**src/rtl/mdc_pkg.sv**
```systemverilog
package mdc_pkg;
  typedef enum logic [1:0] {ST_IDLE, ST_ARM, ST_RUN} mdc_state_e;
  typedef enum logic [2:0] {CL_NONE, CL_JIT, CL_EARLY, CL_LATE, CL_ERR} mdc_cls_e;
endpackage

```
**src/rtl/mdc_edge_det.sv**
```systemverilog
module mdc_edge_det (
  input  logic clk,
  input  logic rst_n,
  input  logic os_en,
  input  logic rxd,
  output logic edge_o
);
  logic rxd_q;

  always_ff @(posedge clk) begin
    if (!rst_n)     rxd_q <= 1'b1;
    else if (os_en) rxd_q <= rxd;
  end

  assign edge_o = os_en && (rxd != rxd_q);
endmodule

```
**src/rtl/mdc_window_cls.sv**
```systemverilog
module mdc_window_cls
  import mdc_pkg::*;
#(
  parameter int PW       = 5,
  parameter int JIT_TOL  = 1,
  parameter int EARLY_LO = 2,
  parameter int EARLY_HI = 4,
  parameter int LATE_LO  = 2,
  parameter int LATE_HI  = 3,
  parameter int OBS_PRE  = 6,
  parameter int OBS_POST = 5
) (
  input  logic              active,
  input  logic signed [PW:0] offset,
  output mdc_cls_e          cls
);
  int o;

  always_comb begin
    o = int'(offset);
    if (!active)                                 cls = CL_NONE;
    else if (o >= -JIT_TOL && o <= JIT_TOL)      cls = CL_JIT;
    else if (o >= -EARLY_HI && o <= -EARLY_LO)   cls = CL_EARLY;
    else if (o >= LATE_LO && o <= LATE_HI)       cls = CL_LATE;
    else if (o >= -OBS_PRE && o <= OBS_POST)     cls = CL_ERR;
    else                                         cls = CL_NONE;
  end
endmodule

```
**src/rtl/mdc_phase_ctr.sv**
```systemverilog
module mdc_phase_ctr #(
  parameter int PW = 5
) (
  input  logic          clk,
  input  logic          rst_n,
  input  logic          clr,
  input  logic          load,
  input  logic          step,
  input  logic          adj_dn,
  input  logic          adj_up,
  input  logic [PW-1:0] nom_last,
  input  logic [PW-1:0] centre,
  output logic [PW-1:0] ph,
  output logic [PW-1:0] last,
  output logic          wrap
);
  assign wrap = (ph == last);

  always_ff @(posedge clk) begin
    if (!rst_n) begin
      ph   <= '0;
      last <= '0;
    end else if (clr) begin
      ph   <= '0;
      last <= nom_last;
    end else if (load) begin
      ph   <= centre;
      last <= nom_last;
    end else if (step) begin
      if (wrap) begin
        ph   <= '0;
        last <= nom_last;
      end else begin
        ph <= ph + 1'b1;
        if (adj_dn)      last <= nom_last - 1'b1;
        else if (adj_up) last <= nom_last + 1'b1;
      end
    end
  end
endmodule

```
**src/rtl/mdc_drift_comp.sv**
```systemverilog
module mdc_drift_comp
  import mdc_pkg::*;
#(
  parameter int OSR_HI   = 16,
  parameter int OSR_LO   = 8,
  parameter int JIT_TOL  = 1,
  parameter int EARLY_LO = 2,
  parameter int EARLY_HI = 4,
  parameter int LATE_LO  = 2,
  parameter int LATE_HI  = 3,
  parameter int OBS_PRE  = 6,
  parameter int OBS_POST = 5
) (
  input  logic clk,
  input  logic rst_n,
  input  logic os_en,
  input  logic rxd,
  input  logic comp_en,
  input  logic osr_x8,
  input  logic sof,
  output logic bit_tick,
  output logic sample_stb,
  output logic edge_jitter,
  output logic edge_early,
  output logic edge_late,
  output logic sync_err
);
  localparam int PW = $clog2(OSR_HI + 2);
  localparam logic [PW-1:0] LAST_HI = PW'(OSR_HI - 1);
  localparam logic [PW-1:0] LAST_LO = PW'(OSR_LO - 1);
  localparam logic [PW-1:0] CTR_HI  = PW'(OSR_HI / 2);
  localparam logic [PW-1:0] CTR_LO  = PW'(OSR_LO / 2);
  localparam logic [PW-1:0] SMP_HI  = PW'(OSR_HI / 4);
  localparam logic [PW-1:0] SMP_LO  = PW'(OSR_LO / 4);

  mdc_state_e       st;
  mdc_cls_e         cls;
  logic             edge_s, seen, running, step, load, hit, wrap, comp_act;
  logic [PW-1:0]    ph, last, nom_last, centre, smp;
  logic signed [PW:0] offset;

  assign nom_last = osr_x8 ? LAST_LO : LAST_HI;
  assign centre   = osr_x8 ? CTR_LO  : CTR_HI;
  assign smp      = osr_x8 ? SMP_LO  : SMP_HI;
  assign comp_act = comp_en && !osr_x8;
  assign running  = (st == ST_RUN);
  assign step     = running && os_en;
  assign load     = (st == ST_ARM) && edge_s && !sof;
  assign offset   = $signed({1'b0, ph}) - $signed({1'b0, centre});
  assign hit      = step && edge_s && !sof && (cls != CL_NONE);

  mdc_edge_det u_edge (
    .clk(clk), .rst_n(rst_n), .os_en(os_en), .rxd(rxd), .edge_o(edge_s)
  );

  mdc_window_cls #(
    .PW(PW), .JIT_TOL(JIT_TOL), .EARLY_LO(EARLY_LO), .EARLY_HI(EARLY_HI),
    .LATE_LO(LATE_LO), .LATE_HI(LATE_HI), .OBS_PRE(OBS_PRE), .OBS_POST(OBS_POST)
  ) u_cls (
    .active(comp_act && running && !seen), .offset(offset), .cls(cls)
  );

  mdc_phase_ctr #(.PW(PW)) u_ph (
    .clk(clk), .rst_n(rst_n), .clr(sof), .load(load), .step(step),
    .adj_dn(hit && cls == CL_EARLY), .adj_up(hit && cls == CL_LATE),
    .nom_last(nom_last), .centre(centre), .ph(ph), .last(last), .wrap(wrap)
  );

  always_ff @(posedge clk) begin
    if (!rst_n)                 st <= ST_IDLE;
    else if (sof)               st <= ST_ARM;
    else if (load)              st <= ST_RUN;
  end

  always_ff @(posedge clk) begin
    if (!rst_n)                 seen <= 1'b0;
    else if (sof || load)       seen <= 1'b0;
    else if (step && wrap)      seen <= 1'b0;
    else if (hit)               seen <= 1'b1;
  end

  always_ff @(posedge clk) begin
    if (!rst_n) begin
      edge_jitter <= 1'b0;
      edge_early  <= 1'b0;
      edge_late   <= 1'b0;
      sync_err    <= 1'b0;
    end else begin
      edge_jitter <= hit && (cls == CL_JIT);
      edge_early  <= hit && (cls == CL_EARLY);
      edge_late   <= hit && (cls == CL_LATE);
      sync_err    <= hit && (cls == CL_ERR);
    end
  end

  assign bit_tick   = step && wrap;
  assign sample_stb = step && (ph == smp);
endmodule

```
**config.mk**
```make
export PLATFORM = sky130hd
export DESIGN_NAME = mdc_drift_comp
export DESIGN_NICKNAME = d
export VERILOG_FILES = /design/src/rtl/mdc_pkg.sv /design/src/rtl/mdc_edge_det.sv /design/src/rtl/mdc_window_cls.sv /design/src/rtl/mdc_phase_ctr.sv /design/src/rtl/mdc_drift_comp.sv
export SDC_FILE = /design/constraint.sdc
export NUM_CORES = 1
export LEC_CHECK = 0
export ABC_AREA = 1
export CORE_MARGIN = 10
export CORE_UTILIZATION = 35
export DETAILED_ROUTE_END_ITERATION = 16
export HOLD_SLACK_MARGIN = 0.03
export PLACE_DENSITY = 0.64
export SLEW_MARGIN = 20
export SYNTH_ARGS = -nofsm -noshare
export SYNTH_HDL_FRONTEND = slang
export SYNTH_HIERARCHICAL = 1
export SYNTH_SLANG_ARGS = --single-unit
```
**constraint.sdc**
```tcl
create_clock -name clk -period 3.3 [get_ports clk]
set_input_delay 0.66 -clock clk [delete_from_list [all_inputs] [get_ports clk]]
set_output_delay 0.66 -clock clk [all_outputs]
set_load 0.01 [all_outputs]
```
==> results of run 1 <==
## layer usage
| metal | global-route usage (%) | vias to the layer above | part of all wire, % |
|---|---|---|---|
| met2 | 17.4 | 19 | 50 |
| met1 | 11.3 | 673 | 47 |
| met5 | 0 | - | 0 |
| met3 | 1.16 | 2 | 1.6 |
| met4 | 3.14 | 0 | 1.0 |
| li1 | - | 791 | - |
## how the worst max path moves through the flow
| stage | end | slack [ns] | cells after the start |
|---|---|---|---|
| floorplan | u_ph/last[4]$_SDFFE_PN0P_ | 0.008 | 21 |
| global placement | u_ph/last[4]$_SDFFE_PN0P_ | -0.56 | 22 |
| detailed placement | u_ph/last[4]$_SDFFE_PN0P_ | -0.59 | 22 |
| CTS | u_ph/last[4]$_SDFFE_PN0P_ | 0.02 | 21 |
| global route | u_ph/last[4]$_SDFFE_PN0P_ | -0.1 | 21 |
| finish | u_ph/last[4]$_SDFFE_PN0P_ | 0.08 | 22 |
## synth_stat cells
master,count,area [sq um]
inv_2,7,26.3
nor3_1,2,10.0
nand3_4,2,35.0
nand3_1,11,55.1
ha_1,6,75.1
nor2_1,29,109
a31oi_1,5,31.3
dfxtp_1,18,360
a21oi_1,4,20.0
nand2_4,1,11.3
fa_1,2,40.0
nor2_2,10,62.6
inv_1,33,124
xnor2_1,3,26.3
nor3b_2,1,12.5
nand3_2,3,30.0
nand2_1,67,251
a211oi_1,1,7.51
o21ai_0,1,5.00
o2111ai_1,1,8.76
o21ai_1,1,5.00
conb_1,2,7.51
nand2_2,1,6.26
a21oi_2,3,26.3
nand4_4,1,21.3
xor2_1,6,52.6
nand4_1,6,37.5
## cells by family after synthesis
logic type	count (synthesis)	share of synthesized area, %
flops	18	24.7
xor+xnor	9	5.41
other cells	2	0.515
fa+ha+maj	8	7.90
compound gates	16	7.12
buf+inv	40	10.3
simple gates	134	44.0
## power by group through the flow
| stage | clock [mW] | combinational [mW] | sequential, mW |
|---|---|---|---|
| CTS | 0.191 | 0.157 | 0.235 |
| detailed placement | 0 | 0.153 | 0.240 |
| finish | 0.188 | 0.166 | 0.235 |
| global placement | 0 | 0.151 | 0.240 |
| global route | 0.199 | 0.187 | 0.237 |
| floorplan | 0 | 0.115 | 0.238 |
## registers in the layout, summed over array words and instances, names as in the netlist
name,flops
u_ph/last,5
u_ph/ph,5
st,2
edge_early,1
edge_jitter,1
edge_late,1
seen,1
sync_err,1
u_edge/rxd_q,1
## final cells by class
type | count | area [sq um]
Multi-Input combinational cell | 181 | 1100
Fill cell | 431 | 1990
Sequential cell | 18 | 360
Inverter | 40 | 153
Tap cell | 50 | 62.6
Clock buffer | 4 | 55.1
Timing Repair Buffer | 35 | 313
## worst reg2reg max path, stage by stage (launching register included)
cell and delay [ns]:
dfxtp_1 0.32, inv_1 0.10, ha_4 0.16, inv_4 0.04, fa_2 0.34, xnor2_2 0.16
nor2_2 0.11, nand2_1 0.09, nor2_2 0.15, nor2_2 0.07, nand3_2 0.10, nor2_4 0.05
buf_6 0.11, nor2_4 0.09, nand2_2 0.09, nor2_4 0.16, ha_4 0.24, a21oi_2 0.11
nor2_1 0.04, nor2_1 0.10, xor2_1 0.15, nand2_1 0.08, a21oi_2 0.13, nor2_1 0.05
## timing repair
item / in CTS / in global routing
setup buffers: 1 / 5
pin swaps: 14 / 19
resized for setup: 11 / 23
endpoints found under the setup margin: 4 / 3
## metrics by stage
step,setup slack [ns],instance area (sq um)
2_1_floorplan,0.00791,1530
4_1_cts,0.0206,1930
5_1_grt,-0.0997,2040
3_5_place_dp,-0.594,1840
3_3_place_gp,-0.563,1840
6_report,0.0784,2040
==> results.md, run 1 <==
* Root Buffer: clkbuf_8
* Die area at just over 7000 sq um
* Clock insertion delay at the later pin of the skew report at around 0.26 ns
* Worst-path cell chain: buf_8, ha_4, inv_4, fa_2, nor2_2, nand2_1, nor2_2, nor2_2, nand3_2, nor2_4, buf_6, nor2_4, nand2_2, nor2_4, ha_4, a21oi_2, nor2_1, nor2_1, xor2_1, nand2_1, a21oi_2, nor2_1
* All-Layer GR Usage at 9.60%
* Largest net degree at the start of global routing at 11
* Vias in the first global route at around 1400
* Clock-pin slew on the worst setup and hold paths at ~0.080 ns
* Startpoint types: input port
* Initial antenna violation count at 0
* CTS Buf Count at 3
* Worst R2R Start: u_ph/ph[2]$_SDFFE_PP0P_
* Yosys warns at 6
* P_leak at about 0.94 nW
* Most frequent cells in the layout: 64 x nand2_1, 28 x inv_1, 26 x nor2_1, 19 x buf_4, 18 x dfxtp_1
* Switching power at about 190 uW
* Reg-to-reg setup timing slack at 0.15 ns
* Final std cells w/o fill at approximately 330
* Worst Min Path Start: seen$_SDFFE_PP0P_
* Hold-fix buffers, CTS at 0
* Gate power share at about 28%
* IO buf count at 12
* Crit Reg-Reg Endpoint: u_ph/last[4]$_SDFFE_PN0P_
* Starting density of the core at between 30 and 40%
* Final hold vios at 0
* Placed cell count at between 300 and 400
* CTS H-Tree Depth at 1
* ANT nets after route at 0
* Sink Count at 18
* RSZ-0062 raised after global routing: true
* Core box area at slightly above 4000 sq um
* Worst EP arrival at ~3.4 ns
* Total Power at slightly below 600 uW
* Maximum VDD drop at around 0.15 mV
* Unique masters post-synth at 27
* Final #Nets at between 200 and 300
* MaxCap Viol Count at 0
* Layout cells sized above 1 at between 20% and 30%
* Vias/cell at around 4.5
* Routability congestion estimate at 0.823
* Worst Hold Path Cells at 2
* Hpwl dp at ~2600 microns
* Sw Ratio at 32.1%
* Top Family by Delay on Critical Path: simple AND/OR/NAND/NOR gates
* Seq cells post-synth at 18
* Setup_tns at 0 ns
* Crit path from: osr_x8
* Cell Area, Synth at between 1000 and 1500 sq um
* Antenna cells at 0
* Worst r2r path cells at 23
* Sequential share of power at between 30 and 40%
* Slowest CP cell: fa_2
* Final WL at between 3000 and 4000 microns
* WHS Endpoint: seen$_SDFFE_PP0P_
* First-pass GRT wire length at 5980 microns
* Pre-antenna DRT Iters at 4
* Sequential element share of the synthesized area at between 20 and 25%
* Worst hold path class: reg -> reg
* Crit Path Class: in -> reg
* Most common cell after layout, fill and taps aside: nand2_1
* Crit share post-route at a little over nine tenths
* Final Util at between 50 and 60%
* Gr ovfl total at 0
* Syn-to-layout area delta at 39.9%
* Rows at 23
* PD cells at roughly 290 nW/um^2
* Crit Path Max Fanout at 4
* Die Ht at 84.5 microns
* Initial drt markers at between 80 and 90
* DR WL/cell at approximately 11 microns
* Clk_skew at 0.00977 ns
* Synthesized area per cell at ~6.4 sq um
* Worst EP required at roughly 3.5 ns
* Final setup viols at 0
* Outcome: finished clean
* DRC at 0
* I/O Pins at 13
* Max Clk Rate at a little over 300 MHz
* Worst hold margin at approximately 0.46 ns
* Worst path bufs/invs at 3
* Internal cell power at 400 uW
* Vias after detailed routing at between 1000 and 1500
* Max-slew violations at 0
* Post-route minimum period at between 3 and 4 ns
* Crit. End Element: flop
* Clock Power Share at between 30% and 40%
* Die X-Extent at around 85 microns
* Maximum root-to-sink buffer count at 2
* TritonCTS clock tree: yes
* CP max stage delay at ~0.46 ns
* Mapped Cells at 227
Note: power is estimated with default switching activity, not from simulation.
==> inputs of run 2 (changes only) <==
CORE_UTILIZATION = 57   (was 35)
DONT_BUFFER_PORTS = 1   (was unset)
PLACE_DENSITY = 0.84   (was 0.64)
==> run 2 against run 1 <==
Net effect: setup slack gained 0.17 ns; flip-flop and latch count is the same; via count shrank 4.7%; die area shrank 30%; critical path depth is the same; global-route usage grew 3.2 points; critical path type is now reg -> reg; largest cell class unchanged.
==> results.md, run 2 (synthesis results as in run 1) <==
* Pre-antenna DRT Iters at 4
* Gr ovfl total at 0
* DP Worst Slack at -0.167 ns
* Crit Path Class: reg -> reg
* Worst EP arrival at roughly 3.2 ns
* Worst EP required at approximately 3.5 ns
* Largest net degree at the start of global routing at 11
* Sink Count at 18
* ANT nets after route at 0
* Initial drt markers at between 70 and 80
* Max-slew violations at 0
* Crit share post-route at between 90 and 100%
* Startpoint types: flop
* Syn-to-layout area delta at 17.4%
* Worst-path cell chain: inv_1, ha_1, inv_2, fa_2, nor2_2, nand2_1, nor2_2, nor2_2, nand3_2, nor2_4, inv_1, nand3_1, nand2_2, nor2_4, ha_4, a21oi_1, nor2_1, nor2_1, xor2_1, nand2_1, a21oi_1, nor2_1
* Layout cells sized above 1 at roughly 22%
* Maximum root-to-sink buffer count at 2
* Clk_skew at 0.00252 ns
* Final #Nets at roughly 270
* Crit Reg-Reg Endpoint: u_ph/last[4]$_SDFFE_PN0P_
* Die area at ~5000 sq um
* Root Buffer: clkbuf_4
* Vias in the first global route at around 1400
* Final WL at approximately 3100 microns
* MaxCap Viol Count at 0
* Fill count at approximately 210
* CTS Buf Count at 3
* Most frequent cells in the layout: 66 x nand2_1, 32 x inv_1, 25 x nor2_1, 16 x dfxtp_1, 14 x conb_1
* Maximum VDD drop at approximately 0.24 mV
* Die X-Extent at between 70 and 80 microns
* Vias after detailed routing at 1415
* Clock-pin slew on the worst setup and hold paths at about 0.10 ns
* Top Registers: u_ph/last x5, u_ph/ph x5, st x2
* Crit path from: u_ph/ph[2]$_SDFFE_PP0P_
* Worst hold path class: in -> reg
* Vias/cell at roughly 5
* Slowest CP cell: fa_2
* # Post-CTS Setup Buffers at 0
* Outcome: finished clean
* Clock insertion delay at the later pin of the skew report at a little under 0.3 ns
* Total Power at about 500 uW
* Worst R2R Start: u_ph/ph[2]$_SDFFE_PP0P_
* CP max stage delay at 0.56 ns
* First-pass GRT wire length at about 5500 microns
* Core box area at between 2000 and 2500 sq um
* PD cells at ~300 nW/um^2
* Hpwl dp at about 2500 microns
* Rows at 18
* Final setup viols at 0
* Most common cell after layout, fill and taps aside: nand2_1
* P_leak at about 0.82 nW
* Post-route minimum period at approximately 3.1 ns
* Initial antenna violation count at 0
* Design area at roughly 1700 sq um
* Final hold vios at 0
* Worst r2r path cells at 22
* DRC at 0
* Placed cell area at about 1600 sq um
* Die Ht at roughly 70 microns
* IO buf count at 0
* TritonCTS clock tree: yes
* Routability congestion estimate at roughly 0.84
* DR WL/cell at 11.1 microns
* Crit Path Max Fanout at 4
* Antenna cells at 0
* All-Layer GR Usage at between 10 and 15%
* CP endpoint: u_ph/last[4]$_SDFFE_PN0P_
* Post-route setup slack at 0.248 ns
* Crit. End Element: flop
* Max Clk Rate at between 300 and 400 MHz
* RSZ-0062 raised after global routing: false
* CTS H-Tree Depth at 1
* Reg-to-reg setup timing slack at about 0.25 ns
* I/O Pins at 13
* Starting density of the core at about three fifths
* Setup_tns at 0 ns
run 2: cell count changes in the layout (fill, tap and decap cells not counted), moves of 4 or more:
cell,previous run,this run
clkdlybuf4s50_1,11,0
buf_6,4,0
inv_1,28,32
buf_4,19,10
run 2: metal layers:
layer	up-vias	track usage [%]	routed length (microns)
met2	25	23.4	1580
met3	7	2.79	150
met4	0	3.66	42
met5	-	0	0
li1	754	-	-
met1	629	14.5	1370
run 2: how the worst min path moves through the flow:
stage	startpoint	to	slack [ns]	depth (start not counted)
6_report	rst_n	u_edge/rxd_q$_SDFFE_PN1P_	0.45	1
5_1_grt	rst_n	u_edge/rxd_q$_SDFFE_PN1P_	0.45	1
4_1_cts	rst_n	u_edge/rxd_q$_SDFFE_PN1P_	0.45	1
3_5_place_dp	seen$_SDFFE_PP0P_	seen$_SDFFE_PP0P_	0.46	2
3_3_place_gp	seen$_SDFFE_PP0P_	seen$_SDFFE_PP0P_	0.45	2
2_1_floorplan	seen$_SDFFE_PP0P_	seen$_SDFFE_PP0P_	0.44	2
run 2: repair_timing:
item | CTS | global route
endpoints found under the setup margin | 0 | 3
hold buffers | 0 | 0
gates resized for setup | 0 | 12
run 2: through the flow:
step	hold WS, ns	util [%]	instances
global route	0.449	69.7	283
detailed placement	0.459	66.9	279
floorplan	0.439	-	239
CTS	0.447	68.4	283
finish	0.452	69.7	283
global placement	0.448	66.9	279
run 2: area by class of cell:
class	instances	area, sq um	share of cell area, %
Multi-Input combinational cell	181	1050	61.2
Clock buffer	4	36.3	2.12
Inverter	40	150	8.77
Tap cell	30	37.5	2.19
Timing Repair Buffer	10	75.1	4.39
Sequential cell	18	365	21.3
run 2: critical path, delay by kind of cell (launching register included):
family,cells,cell delay [ns]
buf+inv,3,0.16
xor+xnor,1,0.15
simple gates,13,1.13
fa+ha+maj,3,0.93
flops,1,0.33
compound gates,2,0.24
run 2: report_power, final:
| group | switching [mW] | leakage, nW | internal (mW) |
|---|---|---|---|
| sequential | 0.00699 | 0.148 | 0.227 |
| combinational | 0.0887 | 0.648 | 0.0530 |
| clock | 0.0675 | 0.0210 | 0.0671 |
| total | 0.163 | 0.817 | 0.347 |
